### src/rtl/dref_pkg.sv
package dref_pkg;
  typedef enum logic [1:0] {
    ENG_IDLE,
    ENG_CAS_LEAD,
    ENG_RAS_ACT,
    ENG_PRECH
  } eng_state_e;

  typedef enum logic [1:0] {
    PH_PAUSE,
    PH_INIT,
    PH_RUN
  } phase_e;
endpackage

### src/rtl/dref_tick_gen.sv
module dref_tick_gen #(
  parameter int unsigned PERIOD = 16
) (
  input  logic clk_i,
  input  logic rst_ni,
  input  logic en_i,
  output logic tick_o
);
  localparam int unsigned CW = (PERIOD > 1) ? $clog2(PERIOD) : 1;
  localparam logic [CW-1:0] LAST = CW'(PERIOD - 1);

  logic [CW-1:0] cnt_q;

  assign tick_o = en_i && (cnt_q == LAST);

  always_ff @(posedge clk_i or negedge rst_ni) begin
    if (!rst_ni)       cnt_q <= '0;
    else if (!en_i)    cnt_q <= '0;
    else if (tick_o)   cnt_q <= '0;
    else               cnt_q <= cnt_q + 1'b1;
  end
endmodule

### src/rtl/dref_row_ctr.sv
module dref_row_ctr #(
  parameter int unsigned ROW_W = 9
) (
  input  logic             clk_i,
  input  logic             rst_ni,
  input  logic             step_i,
  output logic [ROW_W-1:0] row_o
);
  logic [ROW_W-1:0] row_q;

  // natural wrap at 2^ROW_W
  always_ff @(posedge clk_i or negedge rst_ni) begin
    if (!rst_ni)     row_q <= '0;
    else if (step_i) row_q <= row_q + 1'b1;
  end

  assign row_o = row_q;
endmodule

### src/rtl/dref_engine.sv
module dref_engine
  import dref_pkg::*;
#(
  parameter int unsigned CAS_LEAD_CYC = 2,
  parameter int unsigned RAS_LOW_CYC  = 13,
  parameter int unsigned RP_CYC       = 8
) (
  input  logic clk_i,
  input  logic rst_ni,
  input  logic start_i,
  input  logic ras_only_i,
  input  logic cont_i,
  output logic accept_o,
  output logic idle_o,
  output logic row_step_o,
  output logic ras_n_o,
  output logic cas_n_o
);
  localparam int unsigned MAX_AB = (CAS_LEAD_CYC > RAS_LOW_CYC) ? CAS_LEAD_CYC : RAS_LOW_CYC;
  localparam int unsigned MAX_C  = (MAX_AB > RP_CYC) ? MAX_AB : RP_CYC;
  localparam int unsigned CW     = $clog2(MAX_C + 1);
  localparam logic [CW-1:0] LEAD_LD = CW'(CAS_LEAD_CYC - 1);
  localparam logic [CW-1:0] RLOW_LD = CW'(RAS_LOW_CYC - 1);
  localparam logic [CW-1:0] RP_LD   = CW'(RP_CYC - 1);

  eng_state_e    state_q;
  logic [CW-1:0] cnt_q;
  logic          rasonly_q;
  logic          cas_hold_q;
  logic          last;

  assign last       = (cnt_q == '0);
  assign idle_o     = (state_q == ENG_IDLE);
  // a RAS-only start waits one cycle while CAS is still held from a CBR burst
  assign accept_o   = idle_o && start_i && !(cas_hold_q && ras_only_i);
  assign row_step_o = (state_q == ENG_RAS_ACT) && last && rasonly_q;

  always_ff @(posedge clk_i or negedge rst_ni) begin
    if (!rst_ni) begin
      state_q    <= ENG_IDLE;
      cnt_q      <= '0;
      rasonly_q  <= 1'b0;
      cas_hold_q <= 1'b0;
    end else begin
      unique case (state_q)
        ENG_IDLE: begin
          if (accept_o) begin
            rasonly_q <= ras_only_i;
            if (ras_only_i || cas_hold_q) begin
              state_q <= ENG_RAS_ACT;
              cnt_q   <= RLOW_LD;
            end else begin
              state_q <= ENG_CAS_LEAD;
              cnt_q   <= LEAD_LD;
            end
          end else begin
            cas_hold_q <= 1'b0;
          end
        end
        ENG_CAS_LEAD: begin
          if (last) begin
            state_q <= ENG_RAS_ACT;
            cnt_q   <= RLOW_LD;
          end else begin
            cnt_q <= cnt_q - 1'b1;
          end
        end
        ENG_RAS_ACT: begin
          if (last) begin
            state_q    <= ENG_PRECH;
            cnt_q      <= RP_LD;
            cas_hold_q <= !rasonly_q && cont_i;
          end else begin
            cnt_q <= cnt_q - 1'b1;
          end
        end
        ENG_PRECH: begin
          if (last) begin
            state_q    <= ENG_IDLE;
            cas_hold_q <= cas_hold_q && cont_i;
          end else begin
            cnt_q <= cnt_q - 1'b1;
          end
        end
        default: state_q <= ENG_IDLE;
      endcase
    end
  end

  assign ras_n_o = !(state_q == ENG_RAS_ACT);
  assign cas_n_o = !((state_q == ENG_CAS_LEAD) ||
                     ((state_q == ENG_RAS_ACT) && !rasonly_q) ||
                     cas_hold_q);
endmodule

### src/rtl/dram_refresh_seq.sv
module dram_refresh_seq
  import dref_pkg::*;
#(
  parameter int unsigned PAUSE_CYC    = 25000,
  parameter int unsigned INIT_CYCLES  = 8,
  parameter int unsigned REF_INTERVAL = 1950,
  parameter int unsigned PEND_MAX     = 4,
  parameter int unsigned CAS_LEAD_CYC = 2,
  parameter int unsigned RAS_LOW_CYC  = 13,
  parameter int unsigned RP_CYC       = 8,
  parameter int unsigned ROW_W        = 9
) (
  input  logic             clk_i,
  input  logic             rst_ni,
  input  logic             ras_only_i,
  input  logic             bus_gnt_i,
  output logic             bus_req_o,
  output logic             ras_n_o,
  output logic             cas_n_o,
  output logic [ROW_W-1:0] addr_o,
  output logic             ready_o
);
  localparam int unsigned PW = $clog2(PEND_MAX + 1);
  localparam int unsigned IW = (INIT_CYCLES > 0) ? $clog2(INIT_CYCLES + 1) : 1;
  localparam logic [PW-1:0] PEND_LIM  = PW'(PEND_MAX);
  localparam logic [IW-1:0] INIT_LOAD = IW'(INIT_CYCLES);

  phase_e        phase_q;
  logic [IW-1:0] init_left_q;
  logic [PW-1:0] pend_q;
  logic          pause_tick, ref_tick;
  logic          want, start, cont, accept, eng_idle, row_step;

  dref_tick_gen #(.PERIOD(PAUSE_CYC)) u_pause (
    .clk_i (clk_i),
    .rst_ni(rst_ni),
    .en_i  (phase_q == PH_PAUSE),
    .tick_o(pause_tick)
  );

  dref_tick_gen #(.PERIOD(REF_INTERVAL)) u_interval (
    .clk_i (clk_i),
    .rst_ni(rst_ni),
    .en_i  (phase_q == PH_RUN),
    .tick_o(ref_tick)
  );

  always_comb begin
    unique case (phase_q)
      PH_INIT: want = (init_left_q != '0);
      PH_RUN:  want = (pend_q != '0);
      default: want = 1'b0;
    endcase
  end

  assign start = want && bus_gnt_i;
  // evaluated on the owed count after the current cycle's decrement
  assign cont  = want && bus_gnt_i && !ras_only_i;

  dref_engine #(
    .CAS_LEAD_CYC(CAS_LEAD_CYC),
    .RAS_LOW_CYC (RAS_LOW_CYC),
    .RP_CYC      (RP_CYC)
  ) u_engine (
    .clk_i     (clk_i),
    .rst_ni    (rst_ni),
    .start_i   (start),
    .ras_only_i(ras_only_i),
    .cont_i    (cont),
    .accept_o  (accept),
    .idle_o    (eng_idle),
    .row_step_o(row_step),
    .ras_n_o   (ras_n_o),
    .cas_n_o   (cas_n_o)
  );

  dref_row_ctr #(.ROW_W(ROW_W)) u_row (
    .clk_i (clk_i),
    .rst_ni(rst_ni),
    .step_i(row_step),
    .row_o (addr_o)
  );

  always_ff @(posedge clk_i or negedge rst_ni) begin
    if (!rst_ni) begin
      phase_q     <= PH_PAUSE;
      init_left_q <= INIT_LOAD;
    end else begin
      unique case (phase_q)
        PH_PAUSE: if (pause_tick) phase_q <= PH_INIT;
        PH_INIT: begin
          if (accept) init_left_q <= init_left_q - 1'b1;
          if (init_left_q == '0 && eng_idle) phase_q <= PH_RUN;
        end
        default: ;
      endcase
    end
  end

  always_ff @(posedge clk_i or negedge rst_ni) begin
    if (!rst_ni) begin
      pend_q <= '0;
    end else if (phase_q == PH_RUN) begin
      unique case ({ref_tick, accept})
        2'b10:   if (pend_q != PEND_LIM) pend_q <= pend_q + 1'b1;
        2'b01:   pend_q <= pend_q - 1'b1;
        default: ;
      endcase
    end
  end

  assign bus_req_o = want || !eng_idle;
  assign ready_o   = (phase_q == PH_RUN);
endmodule

### config.mk
export PLATFORM = sky130hd
export DESIGN_NAME = dram_refresh_seq
export DESIGN_NICKNAME = d
export VERILOG_FILES = /design/src/rtl/dref_pkg.sv /design/src/rtl/dref_tick_gen.sv /design/src/rtl/dref_row_ctr.sv /design/src/rtl/dref_engine.sv /design/src/rtl/dram_refresh_seq.sv
export SDC_FILE = /design/constraint.sdc
export NUM_CORES = 1
export LEC_CHECK = 0
export CELL_PAD_IN_SITES_DETAIL_PLACEMENT = 0
export CELL_PAD_IN_SITES_GLOBAL_PLACEMENT = 1
export CORE_MARGIN = 3
export CORE_UTILIZATION = 40
export DETAILED_ROUTE_END_ITERATION = 16
export HOLD_SLACK_MARGIN = 0.05
export PLACE_DENSITY = 0.68
export SYNTH_ARGS = -nofsm -noshare
export SYNTH_HDL_FRONTEND = slang
export SYNTH_SLANG_ARGS = --single-unit
### constraint.sdc
create_clock -name clk_i -period 3.8 [get_ports clk_i]
set_clock_uncertainty 0.15 [all_clocks]
set_input_delay 0.76 -clock clk_i [delete_from_list [all_inputs] [get_ports clk_i]]
set_output_delay 0.76 -clock clk_i [all_outputs]
set_load 0.03 [all_outputs]
==> flow_metrics.env <==
export IMPL_status="finished clean"
export IMPL_cp_max_fo=8
export IMPL_overflow=0
export IMPL_slew_headroom_pct=57.0
export IMPL_portBuffers=16
export IMPL_synth_fa_ha_area_share_pct=6.73
export IMPL_path_clk_slew_ps=110
export IMPL_switching_share_pct=23.8
export IMPL_die_h_um=91.1
export IMPL_synth_top_family_by_area="simple AND/OR/NAND/NOR gates"
export IMPL_ctsResizeCount=0
export IMPL_worstPathArrival_ps=2270
export IMPL_fmax_ghz=0.314
export IMPL_drc_errors=0
export IMPL_cap_violations=0
export IMPL_endpoint_kind="output port"
export IMPL_diodes=0
export IMPL_setup_viol=0
export IMPL_clkLatencyLatePin_ps=310
export IMPL_synth_avg_cell_area_um2=9.60
export IMPL_io_pins=17
export IMPL_fin_crit_ps=3180
export IMPL_synth_distinct_cells=48
export IMPL_ys_seq_elements=52
export IMPL_rsz0062_at_grt="false"
export IMPL_synthFlopType="dfrtp_1"
export IMPL_r2r_end="pend_q[2]$_DFFE_PN0P_"
export IMPL_synth_edff_count=0
export IMPL_num_vias=2144
export IMPL_layout_common_cells="dfrtp_1 (51), nor2_1 (34), inv_1 (23), nand2_1 (23), nand3_1 (20)"
export IMPL_crit_chain="inv_1, ha_1, inv_1, o22ai_1, nand2_1, nand2_1, clkdlybuf4s50_1"
export IMPL_worstPathRequired_ps=2890
export IMPL_pwr_share_seq_pct=60.8
export IMPL_combPwrFrac_pct=1.8
export IMPL_p_leak_nw=1.41
export IMPL_synth_top_area_share_pct=44.0
export IMPL_p_switching_mw=0.217
export IMPL_h_tree_depth=2
export IMPL_dieArea_um2=8300
export IMPL_criticalPathCategory="flop to output port"
export IMPL_vias_per_cell=5.09
export IMPL_die_x_um=91.1
export IMPL_async_reset_ff_share_pct=100
export IMPL_area_growth_pct=12.9
export IMPL_worst_pin_slew_ps=645
export IMPL_cts_root_buffer="clkbuf_8"
export IMPL_wl_per_cell_um=13.8
export IMPL_layout_nets=343
export IMPL_grt_antenna_before_repair=0
export IMPL_antenna_left=0
export IMPL_synthMuxAreaShare_pct=2.11
export IMPL_cts_tree="built"
export IMPL_cp_num_buf_inv=3
export IMPL_drv_slew=0
export IMPL_fp_row_count=30
export IMPL_syn_nets=321
export IMPL_reg2regPathDepth=11
export IMPL_synth_xor_area_share_pct=9.67
export IMPL_yosys_top_cells_area="dfrtp_1 (44%), ha_1 (6.0%), xnor2_1 (5.1%)"
export IMPL_synth_compound_area_share_pct=11.4
export IMPL_synth_warnings=0
export IMPL_grt_pass1_vias=2012
export IMPL_cts_setup_buffers=0
export IMPL_dp_hpwl_um=4130
export IMPL_setup_tns_ps=0
export IMPL_synth_cells=302
export IMPL_ir_worst_vdd_mv=0.130
export IMPL_cts_sinks=52
export IMPL_p_clk_share_pct=37.4
export IMPL_cp_slowest_stage_delay_ps=660
export IMPL_power_density_nw_per_um2=278
export IMPL_cp_slowest_cell="clkdlybuf4s50_1"
export IMPL_layout_drive_gt1_share_pct=7.08
export IMPL_hold_violations=0
export IMPL_worstHoldPathType="input port to asynchronous set/reset pin"
export IMPL_fin_crit_sh_pct=83.7
export IMPL_drtIter0Drc=81
export IMPL_layout_commonest_cell="dfrtp_1"
export IMPL_grt_pass1_wl_um=10100
export IMPL_ys_seq_area_share_pct=44.9
export IMPL_p_int_mw=0.692
export IMPL_rrSetupSlack_ps=910
export IMPL_synth_area_leader_cell="dfrtp_1"
export IMPL_drtPass1Iterations=4
export IMPL_cts_path_max_buffers=2
export IMPL_cts_hold_buf=0
export IMPL_synthSimpleGateAreaFrac_pct=20.8
export IMPL_gp_congestion=0.797
export IMPL_cts_inserted_buffers=5
export IMPL_start_kind="flop"
export IMPL_core_um2=6910
export IMPL_cp_top_family="buffers and inverters"
export IMPL_utilization_pct=47.4
export IMPL_initial_core_util_pct=42.0
export IMPL_r2r_start="u_engine.state_q[1]$_DFFE_PN0P_"
export IMPL_wirelength_um=5800
export IMPL_fill_cells=699
export IMPL_grt_max_degree=28
export IMPL_netlist_area_um2=2900
export IMPL_grt_usage_pct=14.9
## kinds of logic after synthesis
kind of cell,Yosys count
flops,52
mux,6
compound gates,47
xor+xnor,32
simple gates,120
fa+ha+maj,15
buf+inv,30
## state kept, by name, indices dropped and copies added (netlist names)
name and cells:
pend_q 3, u_engine.cnt_q 4, phase_q 2, u_interval.cnt_q 11, u_engine.cas_hold_q 1, init_left_q 4, u_engine.state_q 2, u_pause.cnt_q 15
u_engine.rasonly_q 1, u_row.row_o 9
## per-stage QoR
| stage | cells | area [um2] | power (mW) | worst slack (ps) | hold slack [ps] |
|---|---|---|---|---|---|
| floorplan | 302 | 2900 | 0.565 | 876 | 281 |
| global placement | 413 | 3180 | 0.581 | 653 | 303 |
| detailed placement | 413 | 3180 | 0.581 | 600 | 305 |
| CTS | 421 | 3270 | 0.925 | 613 | 321 |
| global route | 421 | 3270 | 0.951 | 438 | 348 |
| finish | 421 | 3270 | 0.909 | 618 | 314 |
## cells in the mapped netlist (all sizes together) (3+ instances only)
| master | count |
|---|---|
| nor3b | 3 |
| ha | 14 |
| mux2i | 5 |
| xor2 | 15 |
| xnor2 | 17 |
| and3 | 7 |
| and2 | 4 |
| clkbuf | 3 |
| nor2 | 34 |
| nor3 | 9 |
| nand4bb | 3 |
| o22ai | 5 |
| nand3 | 20 |
| buf | 4 |
| inv | 23 |
| o21ai | 12 |
| nand2 | 24 |
| nand4 | 5 |
| or3 | 7 |
| dfrtp | 51 |
| a21oi | 11 |
## area by class of cell
class	count	area, um2	area share [%]
clock inverters	3	26.3	0.802
multi-input cells	220	1470	44.9
repair buffers	22	200	6.11
inverters	23	86.3	2.64
clock buffers	5	68.8	2.10
flip-flops and latches	52	1300	39.8
well taps	96	120	3.67
## routing by layer
layer / vias up / global-route usage (%) / share of wire (%)
met1: 1037 / 22.4 / 52
met5: - / 0 / 0
met3: 2 / 2.82 / 2.9
li1: 1081 / - / -
met2: 24 / 21.9 / 45
met4: 0 / 3.39 / 0.48
## power by group through the flow
stage,combinational (mW),sequential (mW),clock [mW]
2_1_floorplan,0.000958,0.564,0
6_report,0.0162,0.553,0.340
3_3_place_gp,0.0174,0.564,0
4_1_cts,0.0175,0.553,0.354
5_1_grt,0.0193,0.553,0.379
3_5_place_dp,0.0174,0.564,0
## worst reg2reg max path: stages, from the launching register on
cell	delay [ps]
dfrtp_1	420
inv_1	110
ha_1	150
buf_4	220
inv_1	130
a21oi_2	280
and2_1	190
o21ai_0	100
fa_1	430
or3_1	370
mux2i_1	140
o22a_1	150
## worst max path at each step
stage                               start                    end  slack, ps  depth (start not counted)
2_1_floorplan      phase_q[0]$_DFFE_PN0P_  pend_q[2]$_DFFE_PN0P_        880                         11
3_3_place_gp                    bus_gnt_i  pend_q[2]$_DFFE_PN0P_        650                         10
3_5_place_dp                   ras_only_i  pend_q[2]$_DFFE_PN0P_        600                          8
4_1_cts        init_left_q[0]$_DFFE_PN0P_              bus_req_o        610                          7
5_1_grt        init_left_q[0]$_DFFE_PN0P_              bus_req_o        440                          7
6_report           phase_q[0]$_DFFE_PN0P_              bus_req_o        620                          7
Power figures use the tool's default switching activity.
